===== config.mk =====
export PLATFORM = sky130hd
export DESIGN_NAME = dma_bus_arbiter
export DESIGN_NICKNAME = d
export VERILOG_FILES = /design/src/rtl/dma_bus_arbiter.sv
export SDC_FILE = /design/constraint.sdc
export NUM_CORES = 1
export LEC_CHECK = 0
export ABC_AREA = 0
export BUFFER_PORTS_ARGS = -buffer_cell sky130_fd_sc_hd__buf_2
export CAP_MARGIN = 20
export CORE_AREA = 2 2 39 41
export DETAILED_ROUTE_END_ITERATION = 10
export DIE_AREA = 0 0 41 43
export PLACE_DENSITY_LB_ADDON = 0.2
export REMOVE_ABC_BUFFERS = 1
export SLEW_MARGIN = 40
export SYNTH_ARGS = -nofsm -noshare
export SYNTH_HDL_FRONTEND = slang
export SYNTH_SLANG_ARGS = --single-unit
export TNS_END_PERCENT = 50

===== constraint.sdc =====
create_clock -name clk -period 0.92 [get_ports clk]
set_clock_uncertainty 0.05 [all_clocks]
set_input_delay 0.046 -clock clk [delete_from_list [all_inputs] [get_ports clk]]
set_output_delay 0.046 -clock clk [all_outputs]
set_load 0.1 [all_outputs]

===== src/rtl/dma_bus_arbiter.sv =====
module dma_bus_arbiter (
  input  logic clk,
  input  logic rst_n,
  input  logic sync_clk,
  input  logic dma_req_n,
  input  logic io_cmd_valid,
  input  logic io_cmd_enable,
  input  logic tmr_dis_n,
  input  logic hold_ack_n,
  input  logic cpu_dir,
  output logic dma_en,
  output logic dma_ack_n,
  output logic xcvr_dir_n,
  output logic ctl_buf_dis_n
);

  logic req_s1, req_s2;
  logic sclk_q;
  logic en_q;
  logic grant_q;
  logic sclk_fall;
  logic req_on;
  logic bus_taken;

  always_ff @(posedge clk) begin
    if (!rst_n) begin
      req_s1 <= 1'b1;
      req_s2 <= 1'b1;
      sclk_q <= 1'b1;
    end else begin
      req_s1 <= dma_req_n;
      req_s2 <= req_s1;
      sclk_q <= sync_clk;
    end
  end

  assign sclk_fall = sclk_q & ~sync_clk;
  assign req_on    = ~req_s2;

  always_ff @(posedge clk) begin
    if (!rst_n)
      en_q <= 1'b0;
    else if (tmr_dis_n && io_cmd_valid)
      en_q <= io_cmd_enable;
  end

  assign dma_en = en_q & tmr_dis_n;

  always_ff @(posedge clk) begin
    if (!rst_n)
      grant_q <= 1'b0;
    else if (!tmr_dis_n)
      grant_q <= 1'b0;
    else if (sclk_fall) begin
      if (!grant_q && req_on && dma_en)
        grant_q <= 1'b1;
      else if (grant_q && !req_on)
        grant_q <= 1'b0;
    end
  end

  assign dma_ack_n     = ~(grant_q & tmr_dis_n);
  assign bus_taken     = ~dma_ack_n | ~hold_ack_n;
  assign xcvr_dir_n    = bus_taken ? 1'b0 : cpu_dir;
  assign ctl_buf_dis_n = ~bus_taken;

  assert_ack_needs_en_R3: assert property (@(posedge clk) disable iff (!rst_n)
    $fell(dma_ack_n) |-> $past(dma_en));

  assert_grant_on_fall_R4: assert property (@(posedge clk) disable iff (!rst_n)
    $fell(dma_ack_n) |-> $past(sclk_fall) && $past(req_on));

  assert_release_on_fall_R5: assert property (@(posedge clk) disable iff (!rst_n)
    ($rose(dma_ack_n) && tmr_dis_n) |-> $past(sclk_fall) && !$past(req_on));

  assert_bufs_follow_grant_R6: assert property (@(posedge clk) disable iff (!rst_n)
    !dma_ack_n |-> (!xcvr_dir_n && !ctl_buf_dis_n));

  assert_disable_drops_grant_R7: assert property (@(posedge clk) disable iff (!rst_n)
    !tmr_dis_n |=> !grant_q);

  assert_disable_freezes_en_R7: assert property (@(posedge clk) disable iff (!rst_n)
    !tmr_dis_n |=> $stable(en_q));

  assert_hold_bufs_R8: assert property (@(posedge clk) disable iff (!rst_n)
    !hold_ack_n |-> (!xcvr_dir_n && !ctl_buf_dis_n));

  assert_grant_keeps_R9: assert property (@(posedge clk) disable iff (!rst_n)
    ($past(grant_q) && tmr_dis_n && !($past(sclk_fall) && !$past(req_on))) |-> grant_q);

endmodule


== Word level (Yosys, flattened, before mapping) ==
Index checks and enable logic that the tools add are counted.

* Word-level logic and storage cells: 25
* Register bits: 5
* Output and inout bits: 4
* Input port bits: 9

* Muxes and demuxes: 3
* Bitwise operators: 9
* Reduce and logical (&&, ||, !) cells: 8

{| class="wikitable"
|+ Operator list
! operator !! number
|-
| 1-bit inverter || 5
|-
| 1-bit logical AND || 4
|-
| 2-bit AND reduction || 2
|-
| 1-bit bitwise AND || 3
|-
| 1-bit two-way mux || 3
|-
| 2-bit nonzero test || 1
|-
| 1-bit zero test || 1
|-
| 1-bit OR || 1
|}

== Depth between registers and ports, before layout ==
Gate-level depths: netlist of run 1.

* Depth after elaboration: 5
* Mapped depth: 2
* Gate-level depth less buffers: 2

== Least setup slack after synthesis of run 1 ==
OpenSTA, ideal clock, no wires.

* Path kind: register to output
* Start: reg grant_q
* End: out xcvr_dir_n
* Data required time: 824 ps
* Arrival time: 2098 ps
* Stages on the path, launching flop included: 3
* Setup slack: -1274 ps
* Cells stage by stage: dfxtp_1 > a21boi_2 > and2_1

* Word-level cells in the longest chain between the ends: 3

{| class="wikitable"
|+ Ends and longest elaborated chain
! item !! RTL line !! RTL
|-
| from (decl) || 20 || <nowiki>logic grant_q;</nowiki>
|-
| from (signal assigned) || 51 || <nowiki>grant_q <= 1'b0;</nowiki>
|-
| from (signal assigned) || 53 || <nowiki>grant_q <= 1'b0;</nowiki>
|-
| from (signal assigned) || 56 || <nowiki>grant_q <= 1'b1;</nowiki>
|-
| 1-bit bitwise AND || 62 || <nowiki>assign dma_ack_n = ~(grant_q & tmr_dis_n);</nowiki>
|-
| 1-bit OR || 63 || <nowiki>assign bus_taken = ~dma_ack_n | ~hold_ack_n;</nowiki>
|-
| 1-bit two-way mux || 64 || <nowiki>assign xcvr_dir_n = bus_taken ? 1'b0 : cpu_dir;</nowiki>
|-
| to (decl) || 13 || <nowiki>output logic xcvr_dir_n,</nowiki>
|}

No other way between the ends.

== Worst setup path in the final report of run 1 ==
Ends and elaborated chain as after synthesis.

==> summary.txt, run 1 <==
status - finished with violations
failing checks - negative setup slack
switching share of power - 26.6%
chip width - 41 um
# H-tree levels - 1
CTS tree - done
startpoint types - flip-flop
Cell variety after synth - 11
Clk pin slew, worst setup/hold paths - 0.05 ns
synth top area cells - dfxtp_1, nand2b_1, and2_1
initial antenna violation count - 0
CTS Buf Count - 3
Worst R2R End - grant_q$_SDFFE_PN0P_
setup TNS - -0.582 ns
drt pass-1 iters - 2
first-pass GRT wire length - 641 um
layout cells sized above 1 - 51.3%
min-delay worst type - input port to flip-flop
sequential share of power - 37.3%
core area - 1380 um^2
sequential fraction of the synthesis area - 51.3%
worst hold stages - 2
Die Y-Extent - 43 um
ANT cells - 0
post-route ant nets - 0
Pint - 451 uW
final setup violation count - 4
Max-slew headroom - 90.3%
DRC - 0
yosys warns - 0
hold violation total from the final report - 0
Crit Path Class - flip-flop to output port
gpl congestion - 0.545
CP Launch Point - grant_q$_SDFFE_PN0P_
synthesized area - 195 um^2
final worst setup slack - -0.192 ns
slew at the pin with the worst max-slew slack - 0.145 ns
CP arrival - 1.02 ns
Period Utilization, post-route - 121%
post-synth top area cell - dfxtp_1
Worst Setup EP - xcvr_dir_n
site row count - 14
number of global-route vias before repair - 153
Die Area - 1760 um^2
Comb pwr share - 20.8%
worst-case clock buffer depth - 2
Critical Path RT - 0.82 ns
maximum VDD drop - 0.911 mV
GRT Util Overall - 5.73%
Max FO, Critical Path - 2
Psw - 163 uW
min Tclk post-route - 1.11 ns
drt via density - 3.58
starting density of the core - 14.1%
First DRT Iteration DRCs - 3
Power per Cell Area - 1500 nW/um^2
nets@finish - 49
area fraction of the dominant cell type after synthesis - 51.3%
area delta synth->final - 110%
Max-Cap Viols - 0
Post-CTS Setup Repair Bufs - 0
IO Count - 13
largest net degree at the start of global routing - 7
RSZ-0062 raised after global routing - yes
Slew Viols, Final - 0
Setup crit end kind - output port
clock network power share - 41.9%
IO buf count - 12
clock sinks - 5
cells on worst reg2reg path - 2
WHS - 0.0373 ns
reg2reg start - en_q$_SDFFE_PN0P_
detailed-route wire length per cell - 7.76 um
Mapped Cells - 18
WL final - 427 um
Fmax achieved - 899 MHz
vias after detailed routing - 197
Leak - 0.192 nW
fill count - 151
clk root buf - clkbuf_4
clk_lat worst skew - 0.24 ns
worst reg-to-reg setup slack - 0.07 ns
total gr overflow - 0
Synth Area per Inst - 10.8 um^2
Tot Pwr - 614 uW
Seq cells post-synth - 5
repair_timing:
action                                  4_1_cts  5_1_grt
endpoints found under the setup margin        4        4
hold buffers                                  3        0
endpoints found under the hold margin         3        0
resized for setup                             2        0
gates cloned                                  0        0
routing by layer:
layer | up-vias | track usage (%) | share of wire, %
met5 | - | 0 | 0
met3 | 0 | 6.28 | 17
met1 | 81 | 6.47 | 39
met4 | 0 | 2.00 | 0
li1 | 104 | - | -
met2 | 12 | 6.88 | 43
how the worst min path moves through the flow:
stage | slack (ns) | start | endpoint
2_1_floorplan | 0.07 | rst_n | req_s2$_SDFF_PN1_
3_3_place_gp | 0.18 | dma_req_n | req_s1$_SDFF_PN1_
3_5_place_dp | 0.18 | dma_req_n | req_s1$_SDFF_PN1_
4_1_cts | 0.03 | tmr_dis_n | grant_q$_SDFFE_PN0P_
5_1_grt | 0.04 | tmr_dis_n | grant_q$_SDFFE_PN0P_
6_report | 0.04 | tmr_dis_n | grant_q$_SDFFE_PN0P_
area by class of cell:
cell class,count,area (um^2),area share [%]
clock buffers,4,26.3,6.40
multi-input cells,13,97.6,23.8
flip-flops and latches,5,101,24.7
well taps,16,20.0,4.88
repair buffers,17,165,40.2
cell usage after synthesis:
master / count
and3_1: 1
nand3b_1: 1
dfxtp_1: 5
and2_1: 2
a21boi_0: 1
nand2_1: 1
nand2b_1: 3
o2111a_1: 1
and3b_1: 1
a21boi_2: 1
o21a_1: 1
worst max-delay path, stage by stage, from the launching register on:
cell,delay [ns]
dfxtp_2,0.32
a21boi_2,0.13
and2_4,0.16
buf_12,0.16
stage by stage:
step	area [um^2]	worst slack, ns	utilization, %	std cells
finish	410	-0.192	29.7	55
global route	410	-0.237	29.7	55
CTS	410	-0.209	29.7	55
detailed placement	350	0.0304	25.3	48
global placement	350	0.0430	25.3	48
floorplan	195	-1.27	-	18
flip-flops by register name, indices dropped and copies added, names as in the netlist:
name and flops:
en_q 1, req_s1 1, grant_q 1, req_s2 1
sclk_q 1
cell families after synthesis:
| logic type | count (synthesis) | share of synthesized area [%] |
|---|---|---|
| flops | 5 | 51.3 |
| compound gates | 4 | 19.2 |
| simple gates | 9 | 29.5 |
power groups by stage:
stage	combinational (mW)	clock [mW]	sequential, mW
finish	0.128	0.257	0.229
global route	0.134	0.290	0.229
CTS	0.129	0.266	0.229
detailed placement	0.117	0	0.233
global placement	0.115	0	0.233
floorplan	0.0619	0	0.232
layout by cell type (no fill, tap or decap), types with 2 or more instances in the layout:
cell type	synthesis	routed
dfxtp_1	5	4
clkbuf_4	0	3
dlygate4sd3_1	0	3
buf_12	0	4
buf_4	0	2
buf_2	0	8
nand2b_1	3	3
(Power assumes the default switching activity.)
==> inputs of run 2 (changes only) <==
- SETUP_SLACK_MARGIN: unset -> 0.5
==> summary.txt, run 2 (synthesis results as in run 1) <==
Post-DP Area - 350 um^2
min Tclk post-route - 1.11 ns
# H-tree levels - 1
slew at the pin with the worst max-slew slack - 0.126 ns
CP Launch Point - grant_q$_SDFFE_PN0P_
gpl congestion - 0.545
CTS Buf Count - 3
Die Y-Extent - 43 um
failing checks - negative hold slack, negative setup slack
GR peak layer - met1
global routing usage on met3 - 6.28%
IO buf count - 12
met2 Use GR - 6.25%
worst hold stages - 2
final worst setup slack - -0.191 ns
GR Util met1 - 6.47%
Worst R2R End - grant_q$_SDFFE_PN0P_
maximum VDD drop - 0.876 mV
Period Utilization, post-route - 121%
CP arrival - 1.02 ns
core area - 1380 um^2
Die Area - 1760 um^2
Fmax achieved - 900 MHz
vias after detailed routing - 193
Slew Viols, Final - 0
clk root buf - clkbuf_4
reg2reg start - en_q$_SDFFE_PN0P_
Post-CTS Setup Repair Bufs - 0
Max FO, Critical Path - 2
detailed-route wire length per cell - 7.67 um
first-pass GRT wire length - 621 um
chip width - 41 um
worst-case clock buffer depth - 2
total gr overflow - 0
final setup violation count - 4
clock sinks - 5
starting density of the core - 14.1%
Hold Path Sink - req_s1$_SDFF_PN1_
min-delay worst type - input port to flip-flop
GRT Util Overall - 5.53%
ANT cells - 0
Crit Path Class - flip-flop to output port
area delta synth->final - 99.4%
Max-slew headroom - 91.6%
nets@finish - 46
Place WS - 0.0304 ns
Tot Pwr - 604 uW
clk_lat worst skew - 0.24 ns
cells on worst reg2reg path - 2
Clk pin slew, worst setup/hold paths - 0.05 ns
site row count - 14
most frequent cells in the layout - buf_2, buf_12, clkbuf_4, dfxtp_1
drt pass-1 iters - 2
startpoint types - flip-flop
Critical Path RT - 0.82 ns
critical hold path startpoint - dma_req_n
drt via density - 3.71
fin area - 389 um^2
hold violation total from the final report - 3
Setup crit end kind - output port
Max-Cap Viols - 0
most common cell after layout, fill and taps aside - buf_2
First DRT Iteration DRCs - 1
Leak - 0.189 nW
CTS tree - done
largest net degree at the start of global routing - 7
Power per Cell Area - 1550 nW/um^2
RSZ-0062 raised after global routing - yes
number of global-route vias before repair - 150
initial antenna violation count - 0
post-route ant nets - 0
WL final - 399 um
DRC - 0
status - finished with violations
IO Count - 13
WHS - -0.0618 ns
worst reg-to-reg setup slack - 0.07 ns
layout cells sized above 1 - 61.1%
## run 2: cell count changes in the layout (fill, tap and decap cells not counted)
cell,before,now
dlygate4sd3_1,3,0
nand2b_1,3,2
dfxtp_1,4,3
dfxtp_2,1,2
nand2b_4,0,1
a21boi_0,1,0
a21boi_1,0,1
## run 2: final cells by class
class / count / area, um^2
multi-input cells: 13 / 105
well taps: 16 / 20.0
clock buffers: 4 / 26.3
flip-flops and latches: 5 / 103
repair buffers: 14 / 135
fillers: 155 / 995
## run 2: worst max-delay path: stages, from the launching register on
cell and delay (ns):
dfxtp_2 0.32, a21boi_2 0.13, and2_4 0.16, buf_12 0.16
## run 2: worst max-delay path by stage
stage / to / slack, ns
2_1_floorplan: xcvr_dir_n / -1.27
3_3_place_gp: xcvr_dir_n / 0.04
3_5_place_dp: xcvr_dir_n / 0.03
4_1_cts: xcvr_dir_n / -0.21
5_1_grt: xcvr_dir_n / -0.24
6_report: xcvr_dir_n / -0.19
## run 2: per-layer routing
layer  share of wire (%)  vias up  wire length, um
met2                  43       11              173
li1                    -       99                -
met4                   0        0                0
met5                   0        -                0
met1                  40       83              159
met3                  17        0               66
## run 2: power by group
group / switching [mW] / total, mW / internal [mW]
combinational: 0.0674 / 0.122 / 0.0543
clock: 0.0887 / 0.253 / 0.164
sequential: 0.00311 / 0.230 / 0.227
total: 0.159 / 0.604 / 0.445
## run 2: repair_timing
| item | 4_1_cts | 5_1_grt |
|---|---|---|
| pin swaps | 1 | 1 |
| gates resized for setup | 3 | 2 |
| hold endpoints to repair | 3 | 3 |
| setup endpoints to repair | 7 | 7 |
## run 2: metrics by stage
stage	std cells	utilization [%]	TNS, ns
floorplan	18	-	-2.03
global placement	48	25.3	0
detailed placement	48	25.3	0
CTS	52	27.6	-0.631
global route	52	28.1	-0.736
finish	52	28.1	-0.562
